===== config.mk =====
export PLATFORM = sky130hd
export DESIGN_NAME = wt_snoop_cache
export DESIGN_NICKNAME = d
export VERILOG_FILES = /design/src/rtl/wtc_pkg.sv /design/src/rtl/wtc_snoop_filter.sv /design/src/rtl/wtc_tag_store.sv /design/src/rtl/wtc_data_store.sv /design/src/rtl/wt_snoop_cache.sv
export SDC_FILE = /design/constraint.sdc
export NUM_CORES = 1
export LEC_CHECK = 0
export ABC_AREA = 0
export ABC_CLOCK_PERIOD_IN_PS = 4600
export BUFFER_PORTS_ARGS = -buffer_cell sky130_fd_sc_hd__buf_2
export CAP_MARGIN = 5
export CORE_MARGIN = 5
export CORE_UTILIZATION = 40
export CTS_CLUSTER_DIAMETER = 40
export DETAILED_ROUTE_END_ITERATION = 8
export GPL_ROUTABILITY_DRIVEN = 1
export HOLD_SLACK_MARGIN = 0.12
export MAX_ROUTING_LAYER = met4
export PLACE_DENSITY_LB_ADDON = 0.08
export SYNTH_ARGS = -nofsm -noshare
export SYNTH_HDL_FRONTEND = slang
export SYNTH_SLANG_ARGS = --single-unit

===== constraint.sdc =====
create_clock -name clk -period 4.6 [get_ports clk]
set_clock_uncertainty 0.05 [all_clocks]
set_input_delay 0.46 -clock clk [delete_from_list [all_inputs] [get_ports clk]]
set_output_delay 0.46 -clock clk [all_outputs]
set_load 0.02 [all_outputs]

===== src/rtl/wtc_pkg.sv =====
package wtc_pkg;
  typedef enum logic [1:0] {
    ST_IDLE = 2'd0,
    ST_REQ  = 2'd1,
    ST_XFER = 2'd2,
    ST_RESP = 2'd3
  } wtc_state_e;
endpackage


===== src/rtl/wtc_snoop_filter.sv =====
module wtc_snoop_filter #(
  parameter int ADDR_W = 16,
  parameter int OFF_W  = 2,
  parameter int IDX_W  = 3,
  parameter int ID_W   = 2,
  parameter logic [ID_W-1:0] MY_ID = '0,
  localparam int TAG_W = ADDR_W - IDX_W - OFF_W
) (
  input  logic              snp_valid,
  input  logic              snp_write,
  input  logic [ADDR_W-1:0] snp_addr,
  input  logic [ID_W-1:0]   snp_id,
  output logic              inv_en,
  output logic [IDX_W-1:0]  inv_idx,
  output logic [TAG_W-1:0]  inv_tag
);
  // Only foreign writes can make a held copy stale; word offset is dropped
  // because the whole line is the coherence unit.
  assign inv_en  = snp_valid && snp_write && (snp_id != MY_ID);
  assign inv_idx = snp_addr[OFF_W +: IDX_W];
  assign inv_tag = snp_addr[ADDR_W-1 -: TAG_W];
endmodule


===== src/rtl/wtc_tag_store.sv =====
module wtc_tag_store #(
  parameter int NUM_LINES = 8,
  parameter int TAG_W     = 11,
  localparam int IDX_W    = $clog2(NUM_LINES)
) (
  input  logic             clk,
  input  logic             rst_n,
  input  logic [IDX_W-1:0] lk_idx,
  input  logic [TAG_W-1:0] lk_tag,
  output logic             lk_hit,
  input  logic             inv_en,
  input  logic [IDX_W-1:0] inv_idx,
  input  logic [TAG_W-1:0] inv_tag,
  input  logic             clr_en,
  input  logic [IDX_W-1:0] clr_idx,
  input  logic             set_en,
  input  logic [IDX_W-1:0] set_idx,
  input  logic [TAG_W-1:0] set_tag
);
  logic [NUM_LINES-1:0] vld_q;
  logic [TAG_W-1:0]     tag_q [NUM_LINES];
  logic                 inv_match;
  logic                 inv_same;

  assign inv_match = inv_en && vld_q[inv_idx] && (tag_q[inv_idx] == inv_tag);
  // Snoop applied before the lookup: a line dying this cycle never hits.
  assign inv_same  = inv_en && (inv_idx == lk_idx) && (inv_tag == lk_tag);
  assign lk_hit    = vld_q[lk_idx] && (tag_q[lk_idx] == lk_tag) && !inv_same;

  for (genvar i = 0; i < NUM_LINES; i++) begin : g_line
    always_ff @(posedge clk) begin
      if (!rst_n) begin
        vld_q[i] <= 1'b0;
        tag_q[i] <= '0;
      end else begin
        if (set_en && set_idx == IDX_W'(i)) begin
          vld_q[i] <= 1'b1;
          tag_q[i] <= set_tag;
        end
        if ((inv_match && inv_idx == IDX_W'(i)) ||
            (clr_en && clr_idx == IDX_W'(i))) begin
          vld_q[i] <= 1'b0;
        end
      end
    end
  end

  a_r6_snoop_kills_line: assert property (@(posedge clk) disable iff (!rst_n)
    inv_match |=> !vld_q[$past(inv_idx)]);

  // no line may drop out except through a foreign write or a miss refill.
  a_r7_no_spurious_drop: assert property (@(posedge clk) disable iff (!rst_n)
    (!inv_en && !clr_en) |=> (($past(vld_q) & ~vld_q) == '0));
endmodule


===== src/rtl/wtc_data_store.sv =====
module wtc_data_store #(
  parameter int NUM_LINES  = 8,
  parameter int LINE_WORDS = 4,
  parameter int DATA_W     = 32,
  localparam int IDX_W     = $clog2(NUM_LINES),
  localparam int OFF_W     = $clog2(LINE_WORDS),
  localparam int DEPTH     = NUM_LINES * LINE_WORDS
) (
  input  logic              clk,
  input  logic [IDX_W-1:0]  rd_idx,
  input  logic [OFF_W-1:0]  rd_off,
  output logic [DATA_W-1:0] rd_data,
  input  logic              wr_en,
  input  logic [IDX_W-1:0]  wr_idx,
  input  logic [OFF_W-1:0]  wr_off,
  input  logic [DATA_W-1:0] wr_data
);
  logic [DATA_W-1:0] mem_q [DEPTH];

  assign rd_data = mem_q[{rd_idx, rd_off}];

  always_ff @(posedge clk) begin
    if (wr_en) mem_q[{wr_idx, wr_off}] <= wr_data;
  end
endmodule


===== src/rtl/wt_snoop_cache.sv =====
module wt_snoop_cache
  import wtc_pkg::*;
#(
  parameter int ADDR_W     = 16,
  parameter int DATA_W     = 32,
  parameter int LINE_WORDS = 4,
  parameter int NUM_LINES  = 8,
  parameter int ID_W       = 2,
  parameter logic [ID_W-1:0] MY_ID = 2'd1
) (
  input  logic              clk,
  input  logic              rst_n,
  input  logic              cpu_req_valid,
  output logic              cpu_req_ready,
  input  logic              cpu_req_write,
  input  logic [ADDR_W-1:0] cpu_req_addr,
  input  logic [DATA_W-1:0] cpu_req_wdata,
  output logic              cpu_rsp_valid,
  input  logic              cpu_rsp_ready,
  output logic [DATA_W-1:0] cpu_rsp_rdata,
  output logic              bus_req,
  input  logic              bus_gnt,
  output logic              bus_valid,
  output logic              bus_write,
  output logic [ADDR_W-1:0] bus_addr,
  output logic [DATA_W-1:0] bus_wdata,
  output logic [ID_W-1:0]   bus_id,
  input  logic              bus_ack,
  input  logic              bus_rvalid,
  input  logic [DATA_W-1:0] bus_rdata,
  input  logic              snp_valid,
  input  logic              snp_write,
  input  logic [ADDR_W-1:0] snp_addr,
  input  logic [ID_W-1:0]   snp_id
);
  localparam int OFF_W = $clog2(LINE_WORDS);
  localparam int IDX_W = $clog2(NUM_LINES);
  localparam int TAG_W = ADDR_W - IDX_W - OFF_W;
  localparam logic [OFF_W-1:0] LAST_BEAT = OFF_W'(LINE_WORDS - 1);

  wtc_state_e        state_q;
  logic              wr_q;
  logic [ADDR_W-1:0] addr_q;
  logic [DATA_W-1:0] wdata_q;
  logic [DATA_W-1:0] rdata_q;
  logic [OFF_W-1:0]  beat_q;
  logic              taint_q;

  logic [IDX_W-1:0]  lk_idx, q_idx, inv_idx;
  logic [TAG_W-1:0]  lk_tag, q_tag, inv_tag;
  logic [OFF_W-1:0]  lk_off, q_off;
  logic              lk_hit, inv_en, accept, fill_beat, fill_last, snoop_on_fill;
  logic [DATA_W-1:0] rd_data;
  logic              ds_we;
  logic [IDX_W-1:0]  ds_widx;
  logic [OFF_W-1:0]  ds_woff;
  logic [DATA_W-1:0] ds_wdata;

  assign lk_off = cpu_req_addr[OFF_W-1:0];
  assign lk_idx = cpu_req_addr[OFF_W +: IDX_W];
  assign lk_tag = cpu_req_addr[ADDR_W-1 -: TAG_W];
  assign q_off  = addr_q[OFF_W-1:0];
  assign q_idx  = addr_q[OFF_W +: IDX_W];
  assign q_tag  = addr_q[ADDR_W-1 -: TAG_W];

  assign cpu_req_ready = (state_q == ST_IDLE);
  assign accept        = cpu_req_ready && cpu_req_valid;
  assign fill_beat     = (state_q == ST_XFER) && !wr_q && bus_rvalid;
  assign fill_last     = fill_beat && (beat_q == LAST_BEAT);
  assign snoop_on_fill = inv_en && (inv_idx == q_idx) && (inv_tag == q_tag);

  wtc_snoop_filter #(
    .ADDR_W(ADDR_W), .OFF_W(OFF_W), .IDX_W(IDX_W), .ID_W(ID_W), .MY_ID(MY_ID)
  ) u_snoop (
    .snp_valid(snp_valid), .snp_write(snp_write), .snp_addr(snp_addr),
    .snp_id(snp_id), .inv_en(inv_en), .inv_idx(inv_idx), .inv_tag(inv_tag)
  );

  wtc_tag_store #(.NUM_LINES(NUM_LINES), .TAG_W(TAG_W)) u_tags (
    .clk(clk), .rst_n(rst_n),
    .lk_idx(lk_idx), .lk_tag(lk_tag), .lk_hit(lk_hit),
    .inv_en(inv_en), .inv_idx(inv_idx), .inv_tag(inv_tag),
    .clr_en(accept && !cpu_req_write && !lk_hit), .clr_idx(lk_idx),
    .set_en(fill_last && !taint_q && !snoop_on_fill),
    .set_idx(q_idx), .set_tag(q_tag)
  );

  always_comb begin
    ds_we    = 1'b0;
    ds_widx  = q_idx;
    ds_woff  = beat_q;
    ds_wdata = bus_rdata;
    if (accept && cpu_req_write && lk_hit) begin
      ds_we    = 1'b1;
      ds_widx  = lk_idx;
      ds_woff  = lk_off;
      ds_wdata = cpu_req_wdata;
    end else if (fill_beat) begin
      ds_we = 1'b1;
    end
  end

  wtc_data_store #(
    .NUM_LINES(NUM_LINES), .LINE_WORDS(LINE_WORDS), .DATA_W(DATA_W)
  ) u_data (
    .clk(clk), .rd_idx(lk_idx), .rd_off(lk_off), .rd_data(rd_data),
    .wr_en(ds_we), .wr_idx(ds_widx), .wr_off(ds_woff), .wr_data(ds_wdata)
  );

  always_ff @(posedge clk) begin
    if (!rst_n) begin
      state_q <= ST_IDLE;
      wr_q    <= 1'b0;
      addr_q  <= '0;
      wdata_q <= '0;
      rdata_q <= '0;
      beat_q  <= '0;
      taint_q <= 1'b0;
    end else begin
      unique case (state_q)
        ST_IDLE: if (accept) begin
          wr_q    <= cpu_req_write;
          addr_q  <= cpu_req_addr;
          wdata_q <= cpu_req_wdata;
          beat_q  <= '0;
          taint_q <= 1'b0;
          rdata_q <= '0;
          if (!cpu_req_write && lk_hit) begin
            rdata_q <= rd_data;
            state_q <= ST_RESP;
          end else begin
            state_q <= ST_REQ;
          end
        end
        ST_REQ: if (bus_gnt) state_q <= ST_XFER;
        ST_XFER: begin
          if (!wr_q && snoop_on_fill) taint_q <= 1'b1;
          if (wr_q) begin
            if (bus_ack) state_q <= ST_RESP;
          end else if (bus_rvalid) begin
            beat_q <= beat_q + 1'b1;
            if (beat_q == q_off) rdata_q <= bus_rdata;
            if (beat_q == LAST_BEAT) state_q <= ST_RESP;
          end
        end
        ST_RESP: if (cpu_rsp_ready) state_q <= ST_IDLE;
        default: state_q <= ST_IDLE;
      endcase
    end
  end

  assign cpu_rsp_valid = (state_q == ST_RESP);
  assign cpu_rsp_rdata = rdata_q;
  assign bus_req   = (state_q == ST_REQ) || (state_q == ST_XFER);
  assign bus_valid = (state_q == ST_XFER);
  assign bus_write = wr_q;
  assign bus_addr  = wr_q ? addr_q : {addr_q[ADDR_W-1:OFF_W], {OFF_W{1'b0}}};
  assign bus_wdata = wdata_q;
  assign bus_id    = MY_ID;

  a_r10_rsp_hold: assert property (@(posedge clk) disable iff (!rst_n)
    (cpu_rsp_valid && !cpu_rsp_ready) |=> (cpu_rsp_valid && $stable(cpu_rsp_rdata)));

  a_r10_ready_quiet: assert property (@(posedge clk) disable iff (!rst_n)
    cpu_req_ready |-> (!cpu_rsp_valid && !bus_req));

  a_r10_req_held: assert property (@(posedge clk) disable iff (!rst_n)
    (bus_req && !cpu_rsp_valid && !(bus_valid && (bus_ack || bus_rvalid))) |=> bus_req);

  a_r3_hit_local: assert property (@(posedge clk) disable iff (!rst_n)
    (accept && !cpu_req_write && lk_hit) |=> (cpu_rsp_valid && !bus_req));

  a_r4_write_to_bus: assert property (@(posedge clk) disable iff (!rst_n)
    (accept && cpu_req_write) |=> (bus_req && bus_write));
endmodule


==> flow_results.xml, run 1 <==
<?xml version="1.0" encoding="UTF-8"?>
<metrics>
  <group name="routing">
    <metric name="antenna_left" unit="">0</metric>
    <metric name="dr.first_iter.drc_count" unit="">2506</metric>
    <metric name="detail_route.drc_violations" unit="">0</metric>
    <metric name="firstDrtPassIters" unit="">6</metric>
    <metric name="detailroute.via_count" unit="">27500</metric>
    <metric name="wl" unit="mm">148</metric>
    <metric name="detail_route.wl_per_cell" unit="um">30.9</metric>
    <metric name="post_drt_via_cell_ratio" unit="">5.73</metric>
  </group>
  <group name="logic_synthesis">
    <metric name="mappedNetlistArea" unit="mm2">0.0491</metric>
    <metric name="ys_dominant_reg_cell" unit="">edfxtp_1</metric>
    <metric name="syn_avg_cell_area" unit="um2">18.7</metric>
    <metric name="yosysSeqAreaShare" unit="%">71.8</metric>
    <metric name="syn-instance-count" unit="">2627</metric>
    <metric name="synth.distinct_cells" unit="">56</metric>
    <metric name="yosys-top-cells-area" unit="">edfxtp_1, mux4_2, dfxtp_1</metric>
    <metric name="count_of_flip_flops_with_a_built_in_enable_after_synthesis" unit="">1112</metric>
    <metric name="area_share_of_the_leading_cell_type_in_the_synthesized_netlist" unit="%">68.0</metric>
    <metric name="ys_seq_elements" unit="">1206</metric>
    <metric name="synth_async_sr_flop_share" unit="%">0</metric>
    <metric name="synth.largest_area_cell" unit="">edfxtp_1</metric>
    <metric name="mapped_nets" unit="">2740</metric>
    <metric name="synthesis_warnings" unit="">0</metric>
  </group>
  <group name="sta">
    <metric name="max_freq" unit="MHz">245</metric>
    <metric name="tightestPinTransition" unit="ps">1080</metric>
    <metric name="final_hold_viol_count" unit="">0</metric>
    <metric name="final.period_utilization" unit="%">88.6</metric>
    <metric name="finalWorstPathRequiredPeriod" unit="ps">4080</metric>
    <metric name="unrepaired_setup_endpoints_after_global_routing" unit="">false</metric>
    <metric name="finalSetupViolations" unit="">0</metric>
    <metric name="slew_viol_final" unit="">0</metric>
    <metric name="holdWs" unit="ps">189</metric>
    <metric name="setup_total_negative_slack" unit="ps">0</metric>
    <metric name="slew_headroom" unit="%">27.5</metric>
  </group>
  <group name="clocking">
    <metric name="clock_sink_count" unit="">1206</metric>
    <metric name="post-cts-setup-buffers" unit="">0</metric>
    <metric name="postCtsResizedCells" unit="">0</metric>
    <metric name="clock_tree.root_cell" unit="">clkbuf_16</metric>
    <metric name="cts_hold_repair.buffers" unit="">76</metric>
    <metric name="h-tree-depth" unit="">4</metric>
    <metric name="tritoncts" unit="">yes</metric>
    <metric name="cts-buffers-inserted" unit="">171</metric>
    <metric name="clkLatencyLatePin" unit="ps">780</metric>
    <metric name="cts.clk_slew.worst_paths" unit="ps">40</metric>
    <metric name="clock_tree_buffer_depth" unit="">3</metric>
  </group>
  <group name="grt">
    <metric name="grt-ovfl-total" unit="">0</metric>
    <metric name="track_usage" unit="%">23.4</metric>
    <metric name="maximum_number_of_pins_on_one_net_before_global_route_repair" unit="">84</metric>
    <metric name="via_count_of_the_first_global_routing_pass" unit="">29000</metric>
    <metric name="grt_first_pass_wirelength" unit="mm">212</metric>
    <metric name="antenna_found_initial" unit="">5</metric>
  </group>
  <group name="outcome">
    <metric name="run_status" unit="">finished clean</metric>
  </group>
  <group name="die">
    <metric name="die_w" unit="um">360</metric>
    <metric name="die_h" unit="um">360</metric>
    <metric name="dieArea" unit="mm2">0.130</metric>
    <metric name="start_util" unit="%">40.3</metric>
    <metric name="core_region_area" unit="mm2">0.122</metric>
    <metric name="floorplan.rows" unit="">128</metric>
    <metric name="boundaryPins" unit="">195</metric>
  </group>
  <group name="power">
    <metric name="powerDensity" unit="mW/mm2">473</metric>
    <metric name="power.ir.vdd_worst" unit="uV">389</metric>
    <metric name="p_leak" unit="nW">20.2</metric>
  </group>
  <group name="setup_path">
    <metric name="worst-setup-path-type" unit="">input port to flip-flop</metric>
    <metric name="critPathLaunchType" unit="">input port</metric>
    <metric name="timing.critical_path.to_type" unit="">flip-flop</metric>
    <metric name="timing.critical_path.fanout_max" unit="">23</metric>
    <metric name="arrival" unit="ps">4450</metric>
    <metric name="worst-endpoint-required" unit="ps">4980</metric>
  </group>
  <group name="finish">
    <metric name="multi_input_comb_area" unit="mm2">0.0135</metric>
    <metric name="finalInstanceArea" unit="mm2">0.0602</metric>
    <metric name="layout_area_overhead" unit="%">22.4</metric>
    <metric name="fin_nets" unit="">3140</metric>
    <metric name="fill_cells" unit="">9927</metric>
    <metric name="post_route_cells_drive_above_1_share" unit="%">33.6</metric>
    <metric name="area.sequential" unit="mm2">0.0353</metric>
  </group>
  <group name="placed_design">
    <metric name="placement.cell_area" unit="mm2">0.0534</metric>
    <metric name="place_congestion" unit="">0.867</metric>
    <metric name="detailed_place_hpwl" unit="mm">89.2</metric>
    <metric name="buffer_ports.inserted" unit="">190</metric>
  </group>
  <group name="flow_run">
    <metric name="maxCapViolCount" unit="">0</metric>
  </group>
  <group name="min_path">
    <metric name="min-delay-path-class" unit="">input port to flip-flop</metric>
  </group>
</metrics>
-- power by group --
| group | switching [W] | internal [W] |
|---|---|---|
| sequential | 0.000180 | 0.0122 |
| clock | 0.00512 | 0.00836 |
| combinational | 0.00176 | 0.000889 |
-- flip-flops by register name, summed over array words and instances, names as in the netlist --
name and cells:
addr_q 16, beat_q 2, bus_wdata 32, bus_write 1, cpu_rsp_rdata 32, state_q 2
taint_q 1, u_data.mem_q 1024, u_tags.tag_q 88, u_tags.vld_q 8
-- critical path: stages --
cell           delay [ps]
dlygate4sd3_1         560
buf_6                 260
buf_4                 350
mux2_2                370
o22a_1                180
o21ai_0               240
xor2_1                190
and4_1                400
nand4_4               390
buf_12                320
buf_12                170
mux2i_4               210
buf_12                280
-- per-stage QoR --
step           instances  total power [W]  util, %  setup slack [ps]
2_1_floorplan       2627           0.0140        -              96.3
3_3_place_gp        4403           0.0151     43.8               347
3_5_place_dp        4403           0.0151     43.8               347
4_1_cts             4797           0.0288     49.4               584
5_1_grt             4798           0.0295     49.4               432
6_report            4798           0.0285     49.4               524
-- final cells by class --
cell class | instances | share of cell area (%)
Antenna cell | 1 | 0.00416
Clock buffer | 186 | 7.36
Clock inverter | 132 | 2.56
Inverter | 9 | 0.0582
Multi-Input combinational cell | 1223 | 22.4
Sequential cell | 1206 | 58.6
Tap cell | 1625 | 3.38
Timing Repair Buffer | 416 | 5.63
-- worst paths after layout --
path                 startpoint             endpoint  slack [ps]  cells after the start
min reg2reg       bus_wdata[24]        bus_wdata[24]         400                      2
max reg2reg  u_tags.tag_q[1][7]  u_data.mem_q[4][22]         940                     11
max             cpu_req_addr[3]  u_data.mem_q[4][22]         520                     13
min                bus_rdata[3]     cpu_rsp_rdata[3]         190                      4
-- cell usage after synthesis (all sizes together), types with 8 or more instances --
master,count
inv,8
edfxtp,1112
o22ai,55
o221ai,14
mux2,62
buf,87
nand4,10
mux4,320
clkbuf,102
o21ai,47
xnor2,26
nor2b,12
nand2b,9
nor2,51
xor2,27
mux2i,89
and3,33
nand3,14
and2,93
nor4,8
dfxtp,94
a221oi,12
nand2,201
a21oi,85
-- layer usage --
layer	up-vias	part of all wire [%]	track usage (%)	routed length, um
met5	-	0	-	0
li1	11500	-	-	-
met1	14800	42	30.6	61900
met4	0	2.4	6.50	3550
met3	236	6.0	3.98	8820
met2	1007	50	38.2	73900
-- cell usage in the layout, fill, tap and decap left out, drive strengths merged, types with 10 or more instances in the layout --
cell / netlist / final
edfxtp: 1112 / 1112
buf: 87 / 340
inv: 8 / 32
mux4: 320 / 320
clkinvlp: 0 / 23
nand3: 14 / 14
o21ai: 47 / 47
nand4: 10 / 10
mux2i: 89 / 89
and2: 93 / 93
o221ai: 14 / 14
o22ai: 55 / 55
and3: 33 / 33
nand2: 201 / 201
a221oi: 12 / 12
a21oi: 85 / 85
mux2: 62 / 62
nor2b: 12 / 12
clkinv: 1 / 63
clkbuf: 102 / 186
xnor2: 26 / 26
dfxtp: 94 / 94
bufinv: 0 / 23
dlygate4sd3: 0 / 76
xor2: 27 / 27
nor2: 51 / 51
-- cells by family (layout without fill, tap and decap cells) --
logic type	Yosys count	count (layout)	synth area share (%)
AOI/OAI and AO/OA	242	242	2.98
DFF	1206	1206	71.8
other	2	3	0.0153
adders and majority gates	5	5	0.127
buffers and inverters	198	743	1.76
muxes	471	471	17.9
xor gates and xnor gates	53	53	0.945
and+or+nand+nor	450	450	4.47
Power figures use the tool's default switching activity.
==> inputs of run 2 (changes only) <==
--- a/config.mk
+++ b/config.mk
@@ -6,7 +6,7 @@
 export NUM_CORES = 1
 export LEC_CHECK = 0
 export ABC_AREA = 0
-export ABC_CLOCK_PERIOD_IN_PS = 4600
+export ABC_CLOCK_PERIOD_IN_PS = 4850
 export BUFFER_PORTS_ARGS = -buffer_cell sky130_fd_sc_hd__buf_2
 export CAP_MARGIN = 5
 export CORE_MARGIN = 5
==> constraint.sdc (replaced) <==
create_clock -name clk -period 4.85 [get_ports clk]
set_clock_uncertainty 0.05 [all_clocks]
set_input_delay 0.485 -clock clk [delete_from_list [all_inputs] [get_ports clk]]
set_output_delay 0.485 -clock clk [all_outputs]
set_load 0.02 [all_outputs]
==> flow_results.xml, run 2 (synthesis gave the netlist of run 1 again) <==
<?xml version="1.0" encoding="UTF-8"?>
<metrics>
  <group name="outcome">
    <metric name="run_status" unit="">finished clean</metric>
  </group>
  <group name="setup_path">
    <metric name="critPathLaunchType" unit="">input port</metric>
    <metric name="slowest_cp_cell" unit="">mux2_2</metric>
    <metric name="rr_startpoint" unit="">u_tags.tag_q[1][7]</metric>
    <metric name="worst-endpoint-required" unit="ps">5270</metric>
    <metric name="r2r.worst_path.cells" unit="">9</metric>
    <metric name="worstSetupPathDepth" unit="">11</metric>
    <metric name="critical-path-top-cell-by-count" unit="">a211oi_1</metric>
    <metric name="worst-setup-path-type" unit="">input port to flip-flop</metric>
    <metric name="crit_start" unit="">cpu_req_addr[2]</metric>
    <metric name="reg2reg_to" unit="">u_data.mem_q[30][11]</metric>
    <metric name="timing.critical_path.to" unit="">u_data.mem_q[30][11]</metric>
    <metric name="timing.critical_path.fanout_max" unit="">52</metric>
    <metric name="path_buf_inv" unit="">3</metric>
    <metric name="timing.critical_path.to_type" unit="">flip-flop</metric>
    <metric name="arrival" unit="ps">4590</metric>
    <metric name="timing.reg2reg.setup_slack" unit="ps">1250</metric>
    <metric name="crit_path_max_incr_delay" unit="ps">760</metric>
    <metric name="crit_chain" unit="">dlygate4sd3_1, buf_6, nand2b_1, a211oi_1, a211oi_1, xnor2_1, nand3_1, nor4_4, nand4_4, buf_12, mux2_2</metric>
    <metric name="worst_path_dominant_cell_family" unit="">simple AND/OR/NAND/NOR gates</metric>
  </group>
  <group name="placed_design">
    <metric name="dp_cells" unit="">4386</metric>
    <metric name="detailed_place_hpwl" unit="mm">88.2</metric>
    <metric name="place_congestion" unit="">0.833</metric>
    <metric name="placement.cell_area" unit="mm2">0.0533</metric>
    <metric name="buffer_ports.inserted" unit="">190</metric>
  </group>
  <group name="clocking">
    <metric name="clock_sink_count" unit="">1206</metric>
    <metric name="tritoncts" unit="">yes</metric>
    <metric name="h-tree-depth" unit="">4</metric>
    <metric name="cts-buffers-inserted" unit="">173</metric>
    <metric name="clock_tree.root_cell" unit="">clkbuf_16</metric>
    <metric name="post-cts-setup-buffers" unit="">0</metric>
    <metric name="postCtsResizedCells" unit="">0</metric>
    <metric name="clkLatencyLatePin" unit="ps">770</metric>
    <metric name="clock_tree_buffer_depth" unit="">3</metric>
    <metric name="cts.clk_slew.worst_paths" unit="ps">50</metric>
  </group>
  <group name="sta">
    <metric name="unrepaired_setup_endpoints_after_global_routing" unit="">false</metric>
    <metric name="tightestPinTransition" unit="ps">1160</metric>
    <metric name="finalWorstPathRequiredPeriod" unit="ps">4170</metric>
    <metric name="slew_headroom" unit="%">22.4</metric>
    <metric name="final_hold_viol_count" unit="">0</metric>
    <metric name="finalSetupViolations" unit="">0</metric>
    <metric name="final.period_utilization" unit="%">85.9</metric>
    <metric name="slew_viol_final" unit="">0</metric>
    <metric name="max_freq" unit="MHz">240</metric>
    <metric name="setup_total_negative_slack" unit="ps">0</metric>
  </group>
  <group name="routing">
    <metric name="met1Wirelength" unit="mm">63.9</metric>
    <metric name="antenna_left" unit="">0</metric>
    <metric name="detail_route.wl_per_cell" unit="um">31.2</metric>
    <metric name="dr.first_iter.drc_count" unit="">2352</metric>
    <metric name="topRoutingLayerUsed" unit="">met4</metric>
    <metric name="met2RoutedLength" unit="mm">74.0</metric>
    <metric name="firstDrtPassIters" unit="">7</metric>
    <metric name="detail_route.drc_violations" unit="">0</metric>
    <metric name="wl" unit="mm">149</metric>
    <metric name="post_drt_via_cell_ratio" unit="">5.73</metric>
    <metric name="detailroute.via_count" unit="">27400</metric>
    <metric name="met3WireLength" unit="mm">7.92</metric>
  </group>
  <group name="finish">
    <metric name="fin_nets" unit="">3117</metric>
    <metric name="post_route_cells_drive_above_1_share" unit="%">33.4</metric>
    <metric name="largest_regs" unit="">u_data.mem_q (1024), u_tags.tag_q (88)</metric>
    <metric name="regMostFlops" unit="">u_data.mem_q</metric>
    <metric name="instances_no_fill" unit="">4778</metric>
    <metric name="layout_area_overhead" unit="%">21.9</metric>
    <metric name="finalInstanceArea" unit="mm2">0.0599</metric>
    <metric name="largest_register_ffs" unit="">1024</metric>
    <metric name="mostFrequentLayoutCell" unit="">edfxtp_1</metric>
    <metric name="mostFrequentLayoutCells" unit="">edfxtp_1, mux4_2, nand2_1</metric>
    <metric name="n_antenna_cell" unit="">0</metric>
  </group>
  <group name="power">
    <metric name="powerDensity" unit="mW/mm2">447</metric>
    <metric name="total_power" unit="W">0.0268</metric>
    <metric name="power.ir.vdd_worst" unit="uV">384</metric>
    <metric name="p_leak" unit="nW">20.0</metric>
  </group>
  <group name="grt">
    <metric name="maximum_number_of_pins_on_one_net_before_global_route_repair" unit="">88</metric>
    <metric name="grt-ovfl-total" unit="">0</metric>
    <metric name="via_count_of_the_first_global_routing_pass" unit="">28500</metric>
    <metric name="grt_first_pass_wirelength" unit="mm">211</metric>
    <metric name="track_usage" unit="%">23.4</metric>
    <metric name="antenna_found_initial" unit="">1</metric>
  </group>
  <group name="die">
    <metric name="core_region_area" unit="mm2">0.122</metric>
    <metric name="boundaryPins" unit="">195</metric>
    <metric name="start_util" unit="%">40.3</metric>
    <metric name="die_h" unit="um">360</metric>
    <metric name="dieArea" unit="mm2">0.130</metric>
    <metric name="die_w" unit="um">360</metric>
    <metric name="floorplan.rows" unit="">128</metric>
  </group>
  <group name="min_path">
    <metric name="min-delay-path-class" unit="">input port to flip-flop</metric>
  </group>
  <group name="flow_run">
    <metric name="maxCapViolCount" unit="">0</metric>
  </group>
</metrics>
-- run 2: cell count changes in the layout (fill, tap and decap cells not counted), sizes merged, moves of 3 or more --
| cell | previous run | this run |
|---|---|---|
| bufinv | 23 | 16 |
| dlygate4sd3 | 76 | 68 |
| buf | 340 | 323 |
| clkbuf | 186 | 201 |
| clkinv | 63 | 68 |
| inv | 32 | 28 |
| clkinvlp | 23 | 20 |
-- run 2: metrics by stage --
step	util, %	hold slack, ps	setup WS, ps
after global routing	49.1	179	484
after CTS	49.1	123	741
after detailed placement	43.7	398	464
final	49.1	179	682
after floorplan	-	406	321
after global placement	43.7	391	507
-- run 2: final cells by class --
| cell class | count | area, um2 |
|---|---|---|
| clock inverter | 123 | 1290 |
| timing repair buffer | 391 | 3150 |
| fill | 9989 | 62000 |
| tap | 1625 | 2030 |
| multi-input combinational | 1223 | 13500 |
| inverter | 9 | 35.0 |
| sequential | 1206 | 35300 |
| clock buffer | 201 | 4630 |
-- run 2: how the worst min path moves through the flow --
stage	startpoint	to	cells after the start
3_3_place_gp	bus_wdata[28]	bus_wdata[28]	2
4_1_cts	rst_n	state_q[1]	3
5_1_grt	bus_rdata[17]	cpu_rsp_rdata[17]	4
2_1_floorplan	addr_q[1]	addr_q[1]	2
3_5_place_dp	bus_wdata[25]	bus_wdata[25]	2
6_report	bus_rdata[20]	cpu_rsp_rdata[20]	4
-- run 2: worst reg2reg max path, cell delays in order, from the launching register on --
cell      delay, ps
edfxtp_1        380
mux2_2          270
o22ai_1         150
a221oi_1         80
xnor2_1         360
nand3_1         180
nor4_4          530
nand4_4         150
buf_12          290
mux2_2          820
-- run 2: report_power, final --
group,switching [W],internal (W),total [W],leakage [nW]
logic,0.00167,0.000816,0.00249,6.29
clock network,0.00480,0.00779,0.0126,2.86
registers,0.000166,0.0115,0.0117,10.9
-- run 2: routing by layer --
metal	global-route usage [%]	up-vias
li1	-	11400
met1	31.3	14800
met2	38.2	941
met3	3.77	201
met4	5.73	0
met5	-	-
-- run 2: repair_timing --
item / 4_1_cts / 5_1_grt
hold endpoints to repair: 68 / 0
setup endpoints to repair: 0 / 0
hold buffers: 68 / 0
